<file path="config.mk">
export PLATFORM = sky130hd
export DESIGN_NAME = port_chg_irq
export DESIGN_NICKNAME = d
export VERILOG_FILES = /design/src/rtl/pcirq_pkg.sv /design/src/rtl/pcirq_ref.sv /design/src/rtl/pcirq_cmp.sv /design/src/rtl/pcirq_drive.sv /design/src/rtl/port_chg_irq.sv
export SDC_FILE = /design/constraint.sdc
export NUM_CORES = 1
export LEC_CHECK = 0
export ABC_AREA = 1
export BUFFER_PORTS_ARGS = -buffer_cell sky130_fd_sc_hd__buf_2
export CAP_MARGIN = 15
export CORE_AREA = 2 2 39 41
export DETAILED_ROUTE_END_ITERATION = 7
export DIE_AREA = 0 0 41 43
export GPL_TIMING_DRIVEN = 0
export PLACE_DENSITY_LB_ADDON = 0.1
export SLEW_MARGIN = 30
export SYNTH_ARGS = -nofsm -noshare
export SYNTH_HDL_FRONTEND = slang
export SYNTH_HIERARCHICAL = 1
export SYNTH_SLANG_ARGS = --single-unit
</file>
<file path="constraint.sdc">
create_clock -name clk_i -period 1.4 [get_ports clk_i]
set_clock_uncertainty 0.1 [all_clocks]
set_input_delay 0.21 -clock clk_i [delete_from_list [all_inputs] [get_ports clk_i]]
set_output_delay 0.21 -clock clk_i [all_outputs]
set_load 0.03 [all_outputs]
</file>
<file path="src/rtl/pcirq_pkg.sv">
package pcirq_pkg;
  typedef enum logic [1:0] {
    CLR_NONE = 2'd0,
    CLR_RD   = 2'd1,
    CLR_WR   = 2'd2,
    CLR_BOTH = 2'd3
  } clr_src_e;

  function automatic logic is_clear(clr_src_e s);
    return s != CLR_NONE;
  endfunction
endpackage

</file>
<file path="src/rtl/pcirq_ref.sv">
module pcirq_ref #(
  parameter int unsigned WIDTH = 8,
  parameter logic [WIDTH-1:0] REF_INIT = '1
) (
  input  logic             clk_i,
  input  logic             rst_ni,
  input  logic             cap_i,
  input  logic [WIDTH-1:0] port_i,
  output logic [WIDTH-1:0] ref_o
);
  always_ff @(posedge clk_i or negedge rst_ni) begin
    if (!rst_ni)    ref_o <= REF_INIT;
    else if (cap_i) ref_o <= port_i;
  end
endmodule

</file>
<file path="src/rtl/pcirq_cmp.sv">
module pcirq_cmp #(
  parameter int unsigned WIDTH = 8
) (
  input  logic [WIDTH-1:0] port_i,
  input  logic [WIDTH-1:0] ref_i,
  output logic             diff_o
);
  logic [WIDTH-1:0] bit_diff;

  for (genvar b = 0; b < WIDTH; b++) begin : g_bit
    assign bit_diff[b] = port_i[b] ^ ref_i[b];
  end

  assign diff_o = |bit_diff;
endmodule

</file>
<file path="src/rtl/pcirq_drive.sv">
module pcirq_drive
  import pcirq_pkg::*;
(
  input  logic     clk_i,
  input  logic     rst_ni,
  input  clr_src_e clr_i,
  input  logic     upd_i,
  input  logic     diff_i,
  output logic     irq_o
);
  // a clear wins over a same-cycle clock-rise update
  always_ff @(posedge clk_i or negedge rst_ni) begin
    if (!rst_ni)            irq_o <= 1'b0;
    else if (is_clear(clr_i)) irq_o <= 1'b0;
    else if (upd_i)         irq_o <= diff_i;
  end
endmodule

</file>
<file path="src/rtl/port_chg_irq.sv">
module port_chg_irq
  import pcirq_pkg::*;
#(
  parameter int unsigned WIDTH = 8,
  parameter logic [WIDTH-1:0] REF_INIT = '1
) (
  input  logic             clk_i,
  input  logic             rst_ni,
  input  logic [WIDTH-1:0] port_i,
  input  logic             scl_rise_i,
  input  logic             rd_ack_i,
  input  logic             wr_ack_i,
  output logic             irq_pull_o
);
  clr_src_e         clr_src;
  logic [WIDTH-1:0] ref_q;
  logic             diff;

  assign clr_src = clr_src_e'({wr_ack_i, rd_ack_i});

  pcirq_ref #(.WIDTH(WIDTH), .REF_INIT(REF_INIT)) u_ref (
    .clk_i  (clk_i),
    .rst_ni (rst_ni),
    .cap_i  (is_clear(clr_src)),
    .port_i (port_i),
    .ref_o  (ref_q)
  );

  pcirq_cmp #(.WIDTH(WIDTH)) u_cmp (
    .port_i (port_i),
    .ref_i  (ref_q),
    .diff_o (diff)
  );

  pcirq_drive u_drv (
    .clk_i  (clk_i),
    .rst_ni (rst_ni),
    .clr_i  (clr_src),
    .upd_i  (scl_rise_i),
    .diff_i (diff),
    .irq_o  (irq_pull_o)
  );
endmodule

</file>
# [After elaboration in Yosys (flattened, before gate mapping)]
# Index checks and enable logic that the tools add are counted.
[totals] ff_bits=9 inputBits=13 out_inout_bits=1
[op_classes] muxes=2 n_bitwise=8 n_reduce_logical=3
[op_table] op="OR reduction 8 bit" count=1
[op_table] op="bitwise XOR 1 bit" count=8
[op_table] op="nonzero test 2 bit" count=2
[op_table] op="two-way mux 1 bit" count=2

# [Longest topological paths before layout]
# Gate-level depths: netlist of run 1.
[depth] word_depth=4 ltp_mapped=10 mapped_depth_nobuf=10

# [By module]
# The synthesis of run 1 kept the hierarchy.
[by_module_without_submodules] mod="pcirq_ref" n_inst=1 cells_per_inst=34 area_each_um2=315.3 seq_area_each_um2=210.2
[by_module_without_submodules] mod="pcirq_cmp" n_inst=1 cells_per_inst=27 area_each_um2=126.4 seq_area_each_um2=0.0
[by_module_without_submodules] mod="pcirq_drive" n_inst=1 cells_per_inst=7 area_each_um2=50.0 seq_area_each_um2=25.0
[by_module_without_submodules] mod="port_chg_irq" n_inst=1 cells_per_inst=3 area_each_um2=11.3 seq_area_each_um2=0.0

# [Worst setup path before layout of run 1]
# Ideal clock, no wire load.
[synth_path] path_kind="reg-to-reg" from="register u_ref.ref_o[0]" to="register u_drv.irq_o" setup_time_ns=0.118 arrival_ns=0.973 slack_ns=0.209 stages_incl_launch_ff=9 n_path_buf=0 cell_sequence="dfstp_2 -> xnor2_1 -> nand2_1 -> nor2_1 -> nand2_1 -> inv_1 -> nand2_1 -> nand2_1 -> nor2_2"
[synth_via] elab_chain_cells=4
[synth_lines] element="start: declaration" line_no="pcirq_ref.sv:9" source="output logic [WIDTH-1:0] ref_o"
[synth_lines] element="start signal: assignment" line_no="pcirq_ref.sv:13" source="else if (cap_i) ref_o <= port_i;"
[synth_lines] element="bitwise XOR 1 bit" line_no="pcirq_cmp.sv:11" source="assign bit_diff[b] = port_i[b] ^ ref_i[b];"
[synth_lines] element="OR reduction 8 bit" line_no="pcirq_cmp.sv:14" source="assign diff_o = |bit_diff;"
[synth_lines] element="net diff" line_no="port_chg_irq.sv:17" source="logic diff;"
[synth_lines] element="two-way mux 1 bit" line_no="pcirq_drive.sv:15" source="else if (upd_i) irq_o <= diff_i;"
[synth_lines] element="two-way mux 1 bit" line_no="pcirq_drive.sv:14" source="else if (is_clear(clr_i)) irq_o <= 1'b0;"
[synth_lines] element="end signal: assignment" line_no="pcirq_drive.sv:15"
[synth_lines] element="end: declaration" line_no="pcirq_drive.sv:9" source="output logic irq_o"
# The timed path passes the listed nets, and every way through them passes these cells. The select of a mux whose other input is x is not followed.
# A chain may end at the register's enable or synchronous reset.

# [Worst setup path after layout of run 1]
[layout_path] from="register u_ref.ref_o[7]" to="register u_drv.irq_o"
# Same word-level chain as after synthesis.

==> metrics, run 1 <==
Post-CTS Setup Bufs 0; CP required 1450 ps; CTS buffer count 3; Yosys cell types 9; remaining antenna violation count 0; CTS tree built; VDD IR max 0.4611 mV; Net Sw Frac 0.2560; H-tree levels 1; Gate power share 0.173; final cell count without fillers 105; Place WS 139.1 ps; I/O Buffers 13; worst slew pin tran 208.4 ps; NetSw 0.1567 mW; #FFs+latches synth 9; register share of total power 0.504; DRC 0; Area contributors post-synth dfstp_2, nand2_1, xnor2_1, inv_1, dfrtp_1; clk slew on worst S/H paths 60 ps; Area Overhead vs Synth 24.13%; Die Area 1763 µm²; Placed Cells 100; worst hold start port_i[6]; Yosys top cell by area dfstp_2; final net count 103; Iter 0 DRT Violations 6; clock sink count 9; GPL Wtd Cong 0.6735; Worst R2R End u_drv/irq_o; # Max-Cap Violations 0; Via density 4.105; CP Launch Type flip-flop; final hold violation count 0; Register-to-Register Path Depth 8; Clock Power Share 0.322; PwrDens 980.4 nW/µm²; vias in the first global route 343; period utilization 0.9014; R2R Path Start u_ref/ref_o[7]; P_int 0.4554 mW; fin crit period 1262 ps; num ports 14; final setup fails 0; RSZ-0062 raised after global routing false; largest net degree at the start of global routing 10; Clock Tree Root clkbuf_4; antenna violations before repair 0; syn_nets 84; CP Capture Type flip-flop; TritonRoute pass-1 iters 4; first-pass GRT wire length 1352 µm; layout cells sized above 1 0.3034; Routed wire per std cell 8.114 µm; setup TNS 0 ps; met3 GRT Util 0.03141; # diodes 0; grt ovf 0; M2 GR Usage 0.1625; status finished, final reports clean; Peak Freq 792.4 MHz; Worst Hold End u_ref/ref_o[6]; Tightest Hold Check Type input pin to flip-flop; Tot GR Track Use 0.1129; post-synth top area share 0.4179; sequential area share after synthesis 0.4677; GRT busiest layer met2; Die Wd 41 µm; Die Ht 43 µm; flop-to-flop setup slack 140 ps; Crit Path Max Fanout 2; Initial Util 0.3635; Static Leakage 0.3591 nW; number of cell rows 14; met1 GRT Util 0.1477; CP arrival 1310 ps; fin. max-slew vios 0; clock buffer depth 2; crit path kind flip-flop to flip-flop; Gate Count Post-Synth 71; Worst-Skew Late Latency 250 ps; core area 1384 µm²; Hold Crit Depth 3; relative slew slack 0.8611; via count 431; Avg Synthesized Cell Area 7.084 µm²; Routed WL 852 µm; Syn. warnings 6; DPL Wire Length 647.7 µm; Final WS setup 138.1 ps; Post-Synthesis Cell Area 503.0 µm²; PnR Total Power 0.6121 mW
==> repair_timing <==
action,CTS,global route
endpoints found under the hold margin,9,0
hold buffers,1,0
gates resized for setup,0,0
==> through the flow <==
stage	utilization	cell area [µm²]	hold slack, ps
final	0.4512	624.3	57.72
after global routing	0.4512	624.3	66.15
after CTS	0.4512	624.3	55.60
after detailed placement	0.4250	588.1	-23.70
after global placement	0.4250	588.1	-28.36
after floorplan	-	503.0	-185.6
==> cells in the final DEF, fill, tap and decap left out, drive strengths merged <==
| cell type | netlist | final |
|---|---|---|
| nor2 | 5 | 5 |
| dfstp | 8 | 8 |
| dlygate4sd3 | 0 | 1 |
| inv | 10 | 10 |
| xnor2 | 5 | 5 |
| dfrtp | 1 | 1 |
| buf | 1 | 14 |
| nand2 | 41 | 41 |
| clkbuf | 0 | 4 |
==> Yosys cell counts <==
cell,count
nor2_1,4
nor2_2,1
buf_6,1
inv_2,1
inv_1,9
nand2_1,41
xnor2_1,5
dfstp_2,8
dfrtp_1,1
==> critical path: stages, from the launching register on <==
cell and delay, ps:
dfstp_2 540, xnor2_1 110, nand2_1 70, nor2_1 90, nand2_1 60, inv_1 50
nand2_1 40, nand2_1 60, nor2_2 30
==> sequential cells by signal, summed over array words and instances (netlist names) <==
| name | count |
|---|---|
| u_ref/ref_o | 8 |
| u_drv/irq_o | 1 |
==> power groups by stage <==
stage               Combinational, mW  Clock, mW  Sequential [mW]
global route                    0.125      0.222            0.312
floorplan                      0.0654          0            0.314
CTS                             0.109      0.203            0.309
finish                          0.106      0.197            0.309
global placement                0.105          0            0.312
detailed placement              0.107          0            0.312
==> layout make-up <==
type | instances | area [µm²]
clock buffer | 4 | 26.28
multi-input combinational | 51 | 219.0
sequential | 9 | 235.2
timing repair buffer | 14 | 75.07
buffer | 1 | 11.26
inverter | 10 | 37.54
tap | 16 | 20.02
fill | 138 | 759.5
==> routing by layer <==
layer  wire length, µm  share of wire  vias up
li1                  -              -      240
met1               423           0.50      181
met2               383           0.45       10
met3                45          0.053        0
met4                 0              0        0
met5                 0              0        -
==> worst max path at each step <==
stage	startpoint	endpoint	slack (ps)
2_1_floorplan	u_ref/ref_o[0]	u_drv/irq_o	210
3_3_place_gp	u_ref/ref_o[7]	u_drv/irq_o	140
3_5_place_dp	u_ref/ref_o[0]	u_drv/irq_o	140
4_1_cts	u_ref/ref_o[0]	u_drv/irq_o	130
5_1_grt	u_ref/ref_o[5]	u_drv/irq_o	20
6_report	u_ref/ref_o[7]	u_drv/irq_o	140
==> logic make-up (layout without fill, tap and decap cells) <==
logic type,after synthesis,count (layout),synth area share
XOR/XNOR,5,5,0.08706
flip-flops,9,9,0.4677
AND/OR/NAND/NOR,46,46,0.3483
buffers and inverters,11,29,0.09700
Power figures use the tool's default switching activity.
==> run 2: changes to the inputs <==
--- a/config.mk
+++ b/config.mk
@@ -6,13 +6,14 @@
 export NUM_CORES = 1
 export LEC_CHECK = 0
 export ABC_AREA = 1
-export BUFFER_PORTS_ARGS = -buffer_cell sky130_fd_sc_hd__buf_2
 export CAP_MARGIN = 15
 export CORE_AREA = 2 2 39 41
 export DETAILED_ROUTE_END_ITERATION = 7
 export DIE_AREA = 0 0 41 43
+export DONT_BUFFER_PORTS = 1
 export GPL_TIMING_DRIVEN = 0
 export PLACE_DENSITY_LB_ADDON = 0.1
+export RECOVER_POWER = 50
 export SLEW_MARGIN = 30
 export SYNTH_ARGS = -nofsm -noshare
 export SYNTH_HDL_FRONTEND = slang
==> metrics, run 2 (same netlist as run 1, synthesis figures left out) <==
status finished, final reports clean; Initial Util 0.3635; clock sink count 9; TritonRoute pass-1 iters 4; GRT busiest layer met2; CP Launch Type flip-flop; R2R Path Start u_ref/ref_o[7]; CP arrival 1320 ps; Area Overhead vs Synth 33.08%; crit path kind flip-flop to flip-flop; Worst path max stage delay 530 ps; Hold Slack 22.57 ps; most common cell after layout, fill and taps aside nand2_1; Via density 4.223; fin crit period 1266 ps; Hold Crit Depth 3; Tot GR Track Use 0.1545; DPL Wire Length 640.3 µm; Tightest Hold Check Type input pin to flip-flop; cts repair resizes 0; # Max-Cap Violations 0; Routed WL 981 µm; Die Ht 43 µm; highest-count cells in the layout ignoring fill and taps nand2_1, dlygate4sd3_1, inv_1; PwrDens 923.3 nW/µm²; Routed wire per std cell 9.524 µm; relative slew slack 0.7308; max FFs per register 8; CTS buffer count 3; Most flops, register u_ref/ref_o; Static Leakage 0.3527 nW; met1 GRT Util 0.1773; critical path's slowest cell dfstp_2; Die Area 1763 µm²; Final WS setup 133.6 ps; worst hold start scl_rise_i; fillers 145; GPL Wtd Cong 0.7125; Regs by FF count u_ref/ref_o (8), u_drv/irq_o (1); remaining antenna violation count 0; I/O Buffers 0; PnR Total Power 0.6181 mW; Peak Freq 789.6 MHz; M2 GR Usage 0.2156; H-tree levels 1; number of cell rows 14; clock buffer depth 2; final hold violation count 0; num ports 14; core area 1384 µm²; layout cells sized above 1 0.1609; Most common cell on crit path nand2_1; vias in the first global route 443; setup TNS 0 ps; final setup fails 0; Die Wd 41 µm; Iter 0 DRT Violations 3; flop-to-flop setup slack 130 ps; DRC 0; clk slew on worst S/H paths 60 ps; worst slew pin tran 402.4 ps; final net count 101; Place WS 120.7 ps; first-pass GRT wire length 1738 µm; Worst-Skew Late Latency 260 ps; grt ovf 0; Worst Hold End u_drv/irq_o; via count 435; largest net degree at the start of global routing 10; Register-to-Register Path Depth 8; antenna violations before repair 0; period utilization 0.9046; RSZ-0062 raised after global routing false; met3 GRT Util 0.04712; fin. max-slew vios 0; CP Capture Type flip-flop; Crit Path Max Fanout 2; CP required 1450 ps; CTS tree built; Clock Tree Root clkbuf_4; # diodes 0; Worst R2R End u_drv/irq_o; VDD IR max 0.5466 mV; critical-path cell list xnor2_1, nand2_1, nor2_1, nand2_1, inv_1, nand2_1, nand2_1, nor2_2
-- run 2: how the worst max path moves through the flow --
stage | startpoint | endpoint | slack (ps)
2_1_floorplan | u_ref/ref_o[0] | u_drv/irq_o | 210
3_3_place_gp | u_ref/ref_o[0] | u_drv/irq_o | 140
3_5_place_dp | u_ref/ref_o[0] | u_drv/irq_o | 120
4_1_cts | u_ref/ref_o[0] | u_drv/irq_o | 110
5_1_grt | u_ref/ref_o[5] | u_drv/irq_o | 30
6_report | u_ref/ref_o[7] | u_drv/irq_o | 130
-- run 2: critical path, delay by kind of cell, from the launching register on --
kind / cells / cell delay (ps)
XOR/XNOR: 1 / 120
flip-flops: 1 / 530
AND/OR/NAND/NOR: 6 / 370
buffers and inverters: 1 / 50
-- run 2: stage by stage --
step | cell area, µm² | std cells | util
CTS | 669.4 | 103 | 0.4837
floorplan | 503.0 | 71 | -
detailed placement | 523.0 | 87 | 0.3779
global route | 669.4 | 103 | 0.4837
finish | 669.4 | 103 | 0.4837
global placement | 523.0 | 87 | 0.3779
-- run 2: timing repair --
item / CTS / global route
hold buffers: 12 / 0
hold endpoints to repair: 18 / 0
buffers inserted: 0 / 0
setup endpoints to repair: 0 / 0
-- run 2: layout make-up --
type	count	area, µm²	area share
inverter	10	37.54	0.05607
tap	16	20.02	0.02991
sequential	9	235.2	0.3514
clock buffer	4	26.28	0.03925
buffer	1	11.26	0.01682
timing repair buffer	12	120.1	0.1794
multi-input combinational	51	219.0	0.3271
-- run 2: layer usage --
| layer | wire length, µm | share of wire |
|---|---|---|
| met1 | 444 | 0.45 |
| met3 | 50 | 0.051 |
| met4 | 16 | 0.016 |
| met2 | 470 | 0.48 |
| met5 | 0 | 0 |
-- run 2: power breakdown --
part           leakage, nW  switching [mW]  internal [mW]
clock               0.0150          0.0899          0.110
combinational        0.240          0.0481         0.0583
sequential          0.0974          0.0164          0.296
total                0.353           0.154          0.464
==> run 3: changes to the inputs <==
--- a/config.mk
+++ b/config.mk
@@ -6,13 +6,12 @@
 export NUM_CORES = 1
 export LEC_CHECK = 0
 export ABC_AREA = 1
-export CAP_MARGIN = 15
-export CORE_AREA = 2 2 39 41
+export CORE_AREA = 5 5 42 44
 export DETAILED_ROUTE_END_ITERATION = 7
-export DIE_AREA = 0 0 41 43
+export DIE_AREA = 0 0 47 49
 export DONT_BUFFER_PORTS = 1
 export GPL_TIMING_DRIVEN = 0
-export PLACE_DENSITY_LB_ADDON = 0.1
+export PLACE_DENSITY = 0.63
 export RECOVER_POWER = 50
 export SLEW_MARGIN = 30
 export SYNTH_ARGS = -nofsm -noshare
==> metrics, run 3 (same netlist as run 1, synthesis figures left out) <==
status finished, final reports clean; post-layout util 0.4830; CP Capture Type flip-flop; Regs by FF count u_ref/ref_o (8), u_drv/irq_o (1); CP arrival 1350 ps; Die Area 2303 µm²; Die Ht 49 µm; Gate power share 0.174; clock buffer depth 2; clk slew on worst S/H paths 60 ps; via count 447; number of cell rows 14; remaining antenna violation count 0; PwrDens 926.0 nW/µm²; clock sink count 9; Static Leakage 0.3583 nW; fin crit period 1292 ps; Routed wire per std cell 10.05 µm; CP required 1460 ps; Most common cell on crit path nand2_1; NetSw 0.1603 mW; final hold violation count 0; Iter 0 DRT Violations 3; TritonRoute pass-1 iters 4; Initial Util 0.3589; critical-path cell list xnor2_2, nand2_1, nor2_1, nand2_1, inv_1, nand2_1, nand2_1, nor2_2; grt ovf 0; flop-to-flop setup slack 110 ps; # diodes 0; Via density 4.340; Clock Tree Root clkbuf_4; I/O Buffers 0; Routed WL 1035 µm; fin. max-slew vios 0; H-tree levels 1; multi-input combinational cell area 226.5 µm²; critical path's slowest cell dfstp_2; Crit path max-delay family flip-flops; CTS buffer count 3; num ports 14; antenna violations before repair 0; Crit Path Max Fanout 2; worst slew pin tran 394.0 ps; Peak Freq 774.2 MHz; Tot GR Track Use 0.1160; Clock Power Share 0.326; crit path kind flip-flop to flip-flop; fillers 144; Worst path max stage delay 550 ps; Most flops, register u_ref/ref_o; Reg area 235.2 µm²; CTS tree built; CP Launch Type flip-flop; register share of total power 0.500; relative slew slack 0.7365; max FFs per register 8; RSZ-0062 raised after global routing true; final setup fails 0; VDD IR max 0.6212 mV; layout cells sized above 1 0.1724; Net Sw Frac 0.2557; P_int 0.4665 mW; core area 1401 µm²; Buf/Inv on CP 1; vias in the first global route 457; highest-count cells in the layout ignoring fill and taps nand2_1, dlygate4sd3_1, inv_1; # Max-Cap Violations 0; DRC 0; Die Wd 47 µm; DPL Wire Length 694.5 µm; Hold Slack 163.3 ps; Tightest Hold Check Type input pin to flip-flop; largest net degree at the start of global routing 10; Area Overhead vs Synth 34.58%; period utilization 0.9226; most common cell after layout, fill and taps aside nand2_1; final net count 101; GPL Wtd Cong 0.6589; first-pass GRT wire length 1814 µm; Worst-Skew Late Latency 260 ps
==> run 3: cell count changes in the layout (fill, tap and decap cells not counted) <==
cell | before | now
xnor2_2 | 0 | 1
xnor2_1 | 5 | 4
==> run 3: area by class of cell <==
class,instances,area share
Buffer,1,0.01664
Clock buffer,4,0.03882
Inverter,10,0.05545
Multi-Input combinational cell,51,0.3346
Sequential cell,9,0.3475
Tap cell,16,0.02957
Timing Repair Buffer,12,0.1774
==> run 3: worst paths after layout <==
check,cells after the start,from,to
setup / recovery,8,u_ref/ref_o[3],u_drv/irq_o
hold / removal,5,wr_ack_i,u_ref/ref_o[0]
setup reg to reg,8,u_ref/ref_o[3],u_drv/irq_o
hold reg to reg,2,u_ref/ref_o[0],u_ref/ref_o[0]
max in group asynchronous,1,rst_ni,u_ref/ref_o[2]
min in group asynchronous,1,rst_ni,u_drv/irq_o
==> run 3: repair_timing <==
action                                  4_1_cts  5_1_grt
hold buffers                                 12        0
buffers inserted                              0        0
resized for setup                             0        1
endpoints found under the setup margin        0        1
endpoints found under the hold margin        18        0
==> run 3: tightest hold or removal path, cell delays in order <==
cell,delay [ps]
inv_1,30
nand2_1,50
buf_6,130
nand2_1,50
nand2_1,50
==> run 3: power groups by stage <==
| stage | combinational, mW | clock (mW) | sequential [mW] |
|---|---|---|---|
| 4_1_cts | 0.108 | 0.213 | 0.313 |
| 3_3_place_gp | 0.0734 | 0 | 0.315 |
| 2_1_floorplan | 0.0654 | 0 | 0.314 |
| 6_report | 0.109 | 0.204 | 0.313 |
| 3_5_place_dp | 0.0757 | 0 | 0.316 |
| 5_1_grt | 0.127 | 0.230 | 0.317 |
==> run 3: metal layers <==
layer / routed length (µm) / global-route usage
met1: 413 / 0.1182
met2: 546 / 0.1810
met3: 64 / 0.03690
met4: 10 / 0.09677
met5: 0 / 0
==> run 3: stage by stage <==
| step | instances | power (mW) | area (µm²) | setup slack [ps] | setup TNS (ps) |
|---|---|---|---|---|---|
| finish | 103 | 0.6268 | 676.9 | 108.3 | 0 |
| global route | 103 | 0.6736 | 676.9 | -6.628 | -6.628 |
| CTS | 103 | 0.6341 | 669.4 | 95.73 | 0 |
| detailed placement | 87 | 0.3919 | 523.0 | 110.5 | 0 |
| global placement | 87 | 0.3885 | 523.0 | 131.3 | 0 |
| floorplan | 71 | 0.3791 | 503.0 | 208.9 | 0 |
